[config.mk]
export PLATFORM = sky130hd
export DESIGN_NAME = dbgRegBank
export DESIGN_NICKNAME = d
export VERILOG_FILES = /design/src/rtl/dbgRegPkg.sv /design/src/rtl/dbgRegCtrl.sv /design/src/rtl/dbgRegData.sv /design/src/rtl/dbgRegBank.sv
export SDC_FILE = /design/constraint.sdc
export NUM_CORES = 1
export LEC_CHECK = 0
export BUFFER_PORTS_ARGS = -buffer_cell sky130_fd_sc_hd__buf_2
export CORE_UTILIZATION = 45
export DETAILED_ROUTE_END_ITERATION = 6
export PLACE_DENSITY = 0.7
export SLEW_MARGIN = 5
export SYNTH_ARGS = -nofsm -noshare
export SYNTH_HDL_FRONTEND = slang
export SYNTH_SLANG_ARGS = --single-unit
[constraint.sdc]
create_clock -name clk -period 3.1 [get_ports clk]
set_clock_uncertainty 0.1 [all_clocks]
set_input_delay 0.155 -clock clk [delete_from_list [all_inputs] [get_ports clk]]
set_output_delay 0.155 -clock clk [all_outputs]
set_load 0.02 [all_outputs]
[src/rtl/dbgRegPkg.sv]
package dbgRegPkg;
  localparam int unsigned NUM_REGS    = 9;
  localparam int unsigned DATA_W      = 32;
  localparam int unsigned SEL_W       = 4;
  localparam int unsigned NARROW_REGS = 2;
  localparam int unsigned NARROW_W    = 16;
  localparam int unsigned CSR_SEL     = 0;
  localparam int unsigned LOCK_BIT    = 6;
  localparam int unsigned FLAT_W      = NUM_REGS * DATA_W;

  localparam logic [SEL_W-1:0]  LAST_SEL  = SEL_W'(NUM_REGS - 1);
  localparam logic [DATA_W-1:0] LOCK_MASK = DATA_W'(1) << LOCK_BIT;
  localparam logic [DATA_W-1:0] NARROW_MASK = DATA_W'((64'd1 << NARROW_W) - 64'd1);

  // Write strobes from control to datapath
  typedef struct packed {
    logic [NUM_REGS-1:0] wrSel;
    logic                fromDbg;
  } wrStrobe_t;

  function automatic logic [DATA_W-1:0] implMask(input int unsigned idx);
    return (idx < NARROW_REGS) ? NARROW_MASK : {DATA_W{1'b1}};
  endfunction
endpackage

[src/rtl/dbgRegCtrl.sv]
module dbgRegCtrl
  import dbgRegPkg::*;
(
  input  logic             clk,
  input  logic             rstN,
  input  logic             dbgWrEn,
  input  logic [SEL_W-1:0] dbgSel,
  input  logic             cpuWrEn,
  input  logic [SEL_W-1:0] cpuSel,
  input  logic             lockNow,
  output wrStrobe_t        strobes,
  output logic             collision
);
  logic dbgHit;
  logic cpuHit;
  logic cpuTake;

  assign dbgHit  = dbgWrEn && (dbgSel <= LAST_SEL);
  assign cpuHit  = cpuWrEn && (cpuSel <= LAST_SEL);
  // debugger has priority; lock only guards breakpoint registers
  assign cpuTake = cpuHit && !dbgWrEn &&
                   ((cpuSel == SEL_W'(CSR_SEL)) || !lockNow);

  for (genvar i = 0; i < NUM_REGS; i++) begin : g_sel
    assign strobes.wrSel[i] = (dbgHit && (dbgSel == SEL_W'(i))) ||
                              (cpuTake && (cpuSel == SEL_W'(i)));
  end
  assign strobes.fromDbg = dbgWrEn;

  always_ff @(posedge clk) begin
    if (!rstN) collision <= 1'b0;
    else       collision <= dbgWrEn && cpuWrEn;
  end
endmodule

[src/rtl/dbgRegData.sv]
module dbgRegData
  import dbgRegPkg::*;
(
  input  logic              clk,
  input  logic              rstN,
  input  wrStrobe_t         strobes,
  input  logic [DATA_W-1:0] dbgWrData,
  input  logic [DATA_W-1:0] cpuWrData,
  input  logic              dbgRdEn,
  input  logic [SEL_W-1:0]  dbgSel,
  input  logic              cpuRdEn,
  input  logic [SEL_W-1:0]  cpuSel,
  output logic [DATA_W-1:0] dbgRdData,
  output logic [DATA_W-1:0] cpuRdData,
  output logic              lockNow,
  output logic [FLAT_W-1:0] regFlat
);
  logic [DATA_W-1:0] regs  [NUM_REGS];
  logic [DATA_W-1:0] wrVal [NUM_REGS];
  logic [DATA_W-1:0] wData;
  logic [DATA_W-1:0] dbgMux;
  logic [DATA_W-1:0] cpuMux;

  assign wData = strobes.fromDbg ? dbgWrData : cpuWrData;

  for (genvar i = 0; i < NUM_REGS; i++) begin : g_reg
    if (i == CSR_SEL) begin : g_csr
      // processor cannot move the lock bit
      assign wrVal[i] = strobes.fromDbg ? (wData & implMask(i))
                      : ((wData & implMask(i) & ~LOCK_MASK) | (regs[i] & LOCK_MASK));
    end else begin : g_bp
      assign wrVal[i] = wData & implMask(i);
    end
    assign regFlat[i*DATA_W +: DATA_W] = regs[i];
  end

  always_ff @(posedge clk) begin
    for (int i = 0; i < NUM_REGS; i++) begin
      if (!rstN)                 regs[i] <= '0;
      else if (strobes.wrSel[i]) regs[i] <= wrVal[i];
    end
  end

  always_comb begin
    dbgMux = '0;
    cpuMux = '0;
    for (int i = 0; i < NUM_REGS; i++) begin
      if (dbgSel == SEL_W'(i)) dbgMux = regs[i];
      if (cpuSel == SEL_W'(i)) cpuMux = regs[i];
    end
  end

  always_ff @(posedge clk) begin
    if (!rstN) begin
      dbgRdData <= '0;
      cpuRdData <= '0;
    end else begin
      if (dbgRdEn) dbgRdData <= dbgMux;
      if (cpuRdEn) cpuRdData <= cpuMux;
    end
  end

  assign lockNow = regs[CSR_SEL][LOCK_BIT];
endmodule

[src/rtl/dbgRegBank.sv]
module dbgRegBank
  import dbgRegPkg::*;
(
  input  logic              clk,
  input  logic              rstN,
  input  logic              dbgWrEn,
  input  logic              dbgRdEn,
  input  logic [SEL_W-1:0]  dbgSel,
  input  logic [DATA_W-1:0] dbgWrData,
  output logic [DATA_W-1:0] dbgRdData,
  input  logic              cpuWrEn,
  input  logic              cpuRdEn,
  input  logic [SEL_W-1:0]  cpuSel,
  input  logic [DATA_W-1:0] cpuWrData,
  output logic [DATA_W-1:0] cpuRdData,
  output logic              collision,
  output logic [FLAT_W-1:0] regFlat
);
  wrStrobe_t strobes;
  logic      lockNow;

  dbgRegCtrl u_ctrl (
    .clk(clk), .rstN(rstN),
    .dbgWrEn(dbgWrEn), .dbgSel(dbgSel),
    .cpuWrEn(cpuWrEn), .cpuSel(cpuSel),
    .lockNow(lockNow), .strobes(strobes), .collision(collision)
  );

  dbgRegData u_data (
    .clk(clk), .rstN(rstN), .strobes(strobes),
    .dbgWrData(dbgWrData), .cpuWrData(cpuWrData),
    .dbgRdEn(dbgRdEn), .dbgSel(dbgSel),
    .cpuRdEn(cpuRdEn), .cpuSel(cpuSel),
    .dbgRdData(dbgRdData), .cpuRdData(cpuRdData),
    .lockNow(lockNow), .regFlat(regFlat)
  );
endmodule

======== Yosys cells after proc, flatten, opt, wreduce, memory -nomap -nowiden ========
Memories as Yosys holds them, arrays and structs flattened.
Cells that the tools add are included.
word-level totals
  logic and storage cells ................. 126
  output and inout bits ................... 353
  register bits after elaboration ......... 65
  memories kept ........................... 1
  input port bits ......................... 78
  bits in writable memories ............... 288
cells by class
  reduce and logical (&&, ||, !) cells .... 37
  bitwise operators ....................... 10
  eq/ne operators ......................... 16
  order comparisons ....................... 2
  multiplexer cells ....................... 57
memories
  memory       words  bits a word  read ports  clocked after memory_dff  wr ports  line              text
  u_data.regs  9      32           9           0                         9         dbgRegData.sv:18  logic [DATA_W-1:0] regs [NUM_REGS];
operators by type and width
  cell                count
  $mux 32             29
  $eq 4x3->1 const B  8
  $mux 1              28
  $logic_and 1x1->1   23
  $eq 4x2->1 const B  4
  $or 16x7->16        1
  $logic_or 1x1->1    10
  $or 1x1->1          9
  $eq 4x1->1 const B  2
  $eq 4x4->1 const B  2
  $le 4x4->1 const B  2
  $logic_not 4->1     2
  $logic_not 1->1     2

======== Logic depth before layout (Yosys ltp) ========
  depth after elaboration ................. 10
  gate-level depth with buffers ........... 9
  gate-level depth less buffers ........... 5

======== By module ========
Synthesis repeated with hierarchy kept, for this count alone.
unflattened totals
  cells, all modules ...................... 1570
  area, all modules ....................... 16405.7 µm²
by module, submodules not included
  module      area an instance (µm²)  cells an instance  seq. area each (µm²)  instances
  dbgRegData  16170.5                 1543               8968.6                1
  dbgRegCtrl  235.2                   27                 20.0                  1

======== Worst setup path after synthesis ========
Ideal clock, no wire load.
  path kind ............................... register to register
  start ................................... memory u_data.regs[0][6]
  end ..................................... memory u_data.regs[3][0] (enable)
  arrival ................................. 2092 ps
  period minus slack after synthesis ...... 2581 ps
  setup time .............................. 389 ps
  cell stages (with the launch flop) ...... 5
  required time ........................... 2611 ps
  slack ................................... 519 ps
  path buffers ............................ 1
  cell sequence ........................... edfxtp_1 -> nor4_1 -> a32oi_1 -> clkbuf_1 -> nand2_1
RTL lines
  element      line
  from (decl)  dbgRegData.sv:18

==> results.yml <==
finish:
  synthToLayoutAreaGrowth_pct: 22.00
  fin_util: 0.5603
  stdcell_count: 2415
  layout-drive-gt1-share: 0.3458
  final_cell_mix: "buf_2, nor2_1, edfxtp_1"
  final_common_cell: "buf_2"
  fin_nets: 1996
logic_synthesis:
  ys_seq_elements: 321
  synth_warnings: 0
  synthCells: 1542
  async_reset_ff_frac: 0
  synth-seq-area-share: 0.5333
  ys_types: 55
  ys.flop_type: "edfxtp_1"
  synth_edf_count: 256
  synth_area_per_cell_sq_um: 10.93
  syn_area_sq_um: 16850
drt:
  met2_length_um: 28330
  vias: 15350
  routed_via_density: 6.357
  first_iter_violations: 2551
  totalWireLength_um: 69740
  wl_per_cell_um: 28.88
  wl_met1_um: 28060
  drc: 0
  top_layer: "met5"
  first_pass_iters: 5
  antenna_left: 0
  met3_length_um: 10580
grt:
  grt_pass1_wl_um: 98590
  grt_max_degree: 77
  gr-usage-all-layers: 0.3540
  antenna_found_initial: 1
  grt_pass1_vias: 13860
  grt.overflow.total: 0
min_path:
  worstHoldStart: "cpuWrData[11]"
  worst_hold_path.num_cells: 3
  hold_path_class: "in -> reg"
worst_setup_path:
  critPathMaxFanout: 16
  cp_slowest_stage_delay_ns: 0.67
  cp_cell_sequence: "nor4_1 > a22oi_1 > nand2_1"
  crit_path_start: "u_data.regs[0][6]"
  r2r_cells: 3
  cp.buffers_inverters: 0
  end_kind: "flip-flop"
  arrival_ns: 2.47
  crit_type: "reg -> reg"
  cp-start-kind: "flip-flop"
  cp.depth: 3
  r2r_start: "u_data.regs[0][6]"
  crit_slowest_cell: "nand2_1"
  required_ns: 3.15
  crit_family: "simple AND/OR/NAND/NOR gates"
placement:
  dpl.cell_count: 2336
  dpl.hpwl_um: 51360
  portBuffers: 398
  pre_cts_ws_ns: 0.5100
  routabilityCongestion: 1.017
floorplanning:
  ioPinCount: 431
  fp.coreArea_sq_um: 36700
  dieArea_sq_um: 38230
  die_w_um: 195.5
  start_util: 0.4593
  row_count: 70
  die_h_um: 195.5
power_and_ir_drop:
  power_density_nw_per_um2: 543.0
  p_comb_frac: 0.158
  peakVddDrop_v: 0.0003606
  p_int_mw: 7.929
  seq_power_share: 0.457
  power.leakage_nw: 8.299
  p_sw_frac: 0.2898
  p_sw_mw: 3.235
  clkPwrFrac: 0.385
clock_tree:
  numClockSinks: 321
  cts_made_buffers: 37
  cts_root_buf: "clkbuf_16"
  worstSkewPairLatency_ns: 0.54
  clockBufferDepth: 3
  cts_tree: "yes"
  cts_resized: 0
  cts_max_level: 2
  clk_pin_slew_worst_paths_ns: 0.06
timing:
  finalHoldViolations: 0
  tns_ns: 0
  final.setup.worst_slack_ns: 0.6727
  rsz0062_at_grt: "no"
  fin_crit_ns: 2.427
  max_slew_margin: 0.3964
  finalSetupViolations: 0
  hold-worst-slack_ns: 0.001355
  maxSlewViolCount: 0
  fin_crit_sh: 0.7830
  tightest_slew_ns: 0.9043
  max_freq_ghz: 0.4120
run:
  max_cap_violations: 0
run_status:
  status: "finished clean"
## power groups by stage
stage	logic, mW	registers (mW)	clock network, mW
detailed placement	1.71	5.18	0
floorplan	0.800	5.35	0
finish	1.77	5.10	4.30
global route	1.84	5.11	4.45
global placement	1.70	5.18	0
CTS	1.73	5.09	4.29
## cell usage after synthesis, drive strengths merged, types with 2 or more instances
library cell | instances | area, sq um
a211oi | 12 | 90.09
a21boi | 8 | 60.06
a21oi | 80 | 404.1
a221oi | 18 | 157.7
a22o | 3 | 26.28
a22oi | 7 | 52.55
a2bb2oi | 14 | 122.6
a311oi | 16 | 140.1
a31oi | 16 | 100.1
a32oi | 4 | 35.03
and2 | 12 | 75.07
and2b | 4 | 30.03
and3 | 8 | 50.05
and3b | 2 | 20.02
buf | 78 | 515.5
clkbuf | 90 | 337.8
dfxtp | 65 | 1301
edfxtp | 256 | 7687
inv | 4 | 15.01
mux2 | 81 | 912.1
mux2i | 50 | 500.5
mux4 | 23 | 518.0
nand2 | 109 | 409.1
nand2b | 16 | 107.6
nand3 | 17 | 85.08
nand3b | 33 | 247.7
nor2 | 270 | 1013
nor2b | 42 | 488.0
nor3 | 9 | 45.04
nor3b | 7 | 68.82
o21a | 2 | 15.01
o21ai | 104 | 520.5
o221a | 6 | 67.56
o221ai | 37 | 324.1
o22ai | 7 | 43.79
o2bb2ai | 6 | 52.55
o31ai | 16 | 120.1
or4b | 2 | 20.02
## through the flow
stage / power (mW) / cell area [sq um]
after floorplan: 6.152 / 16970
after global placement: 6.875 / 19280
after detailed placement: 6.884 / 19280
after CTS: 11.11 / 20560
after global routing: 11.40 / 20560
final: 11.16 / 20560
## cells by family after synthesis
kind of cell,after synthesis,synth area share
multiplexers,154,0.1146
AND/OR/NAND/NOR,536,0.1610
other,1,0.0002225
AO/OA/AOI/OAI,358,0.1393
flip-flops,321,0.5333
buffers and inverters,172,0.05152
## metal layers
layer  vias to the layer above  global-route usage
li1                       6392                   -
met1                      7478              0.5338
met2                      1324              0.4906
met3                       155             0.09102
met4                         2              0.1088
met5                         -             0.02427
## worst paths after layout
path                           to  slack, ns
max             u_data.regs[1][0]       0.67
min            u_data.regs[8][11]      0.001
max reg2reg     u_data.regs[1][0]       0.67
min reg2reg  u_data.dbgRdData[18]       0.37
## registers in the layout, indices dropped and copies added (netlist names)
register	cells
u_data.cpuRdData	32
u_data.dbgRdData	32
u_data.regs	256
u_ctrl.collision	1
## final cells by class
class	count	area, sq um
Tap cell	468	585.6
Antenna cell	1	2.502
Timing Repair Buffer	474	2648
Clock inverter	22	162.7
Inverter	4	15.01
Fill cell	3190	16140
Clock buffer	45	1008
Multi-Input combinational cell	1080	7151
Sequential cell	321	8989
## tightest hold or removal path, cell delays in order
cell and delay (ns):
buf_2 0.07, mux2_2 0.16, nor2b_4 0.12
## repair_timing
action	4_1_cts	5_1_grt
hold buffers	11	0
buffers inserted	0	0
endpoints found under the setup margin	0	0
hold endpoints to repair	8	0
No activity file was read; power rests on OpenSTA's default activity.
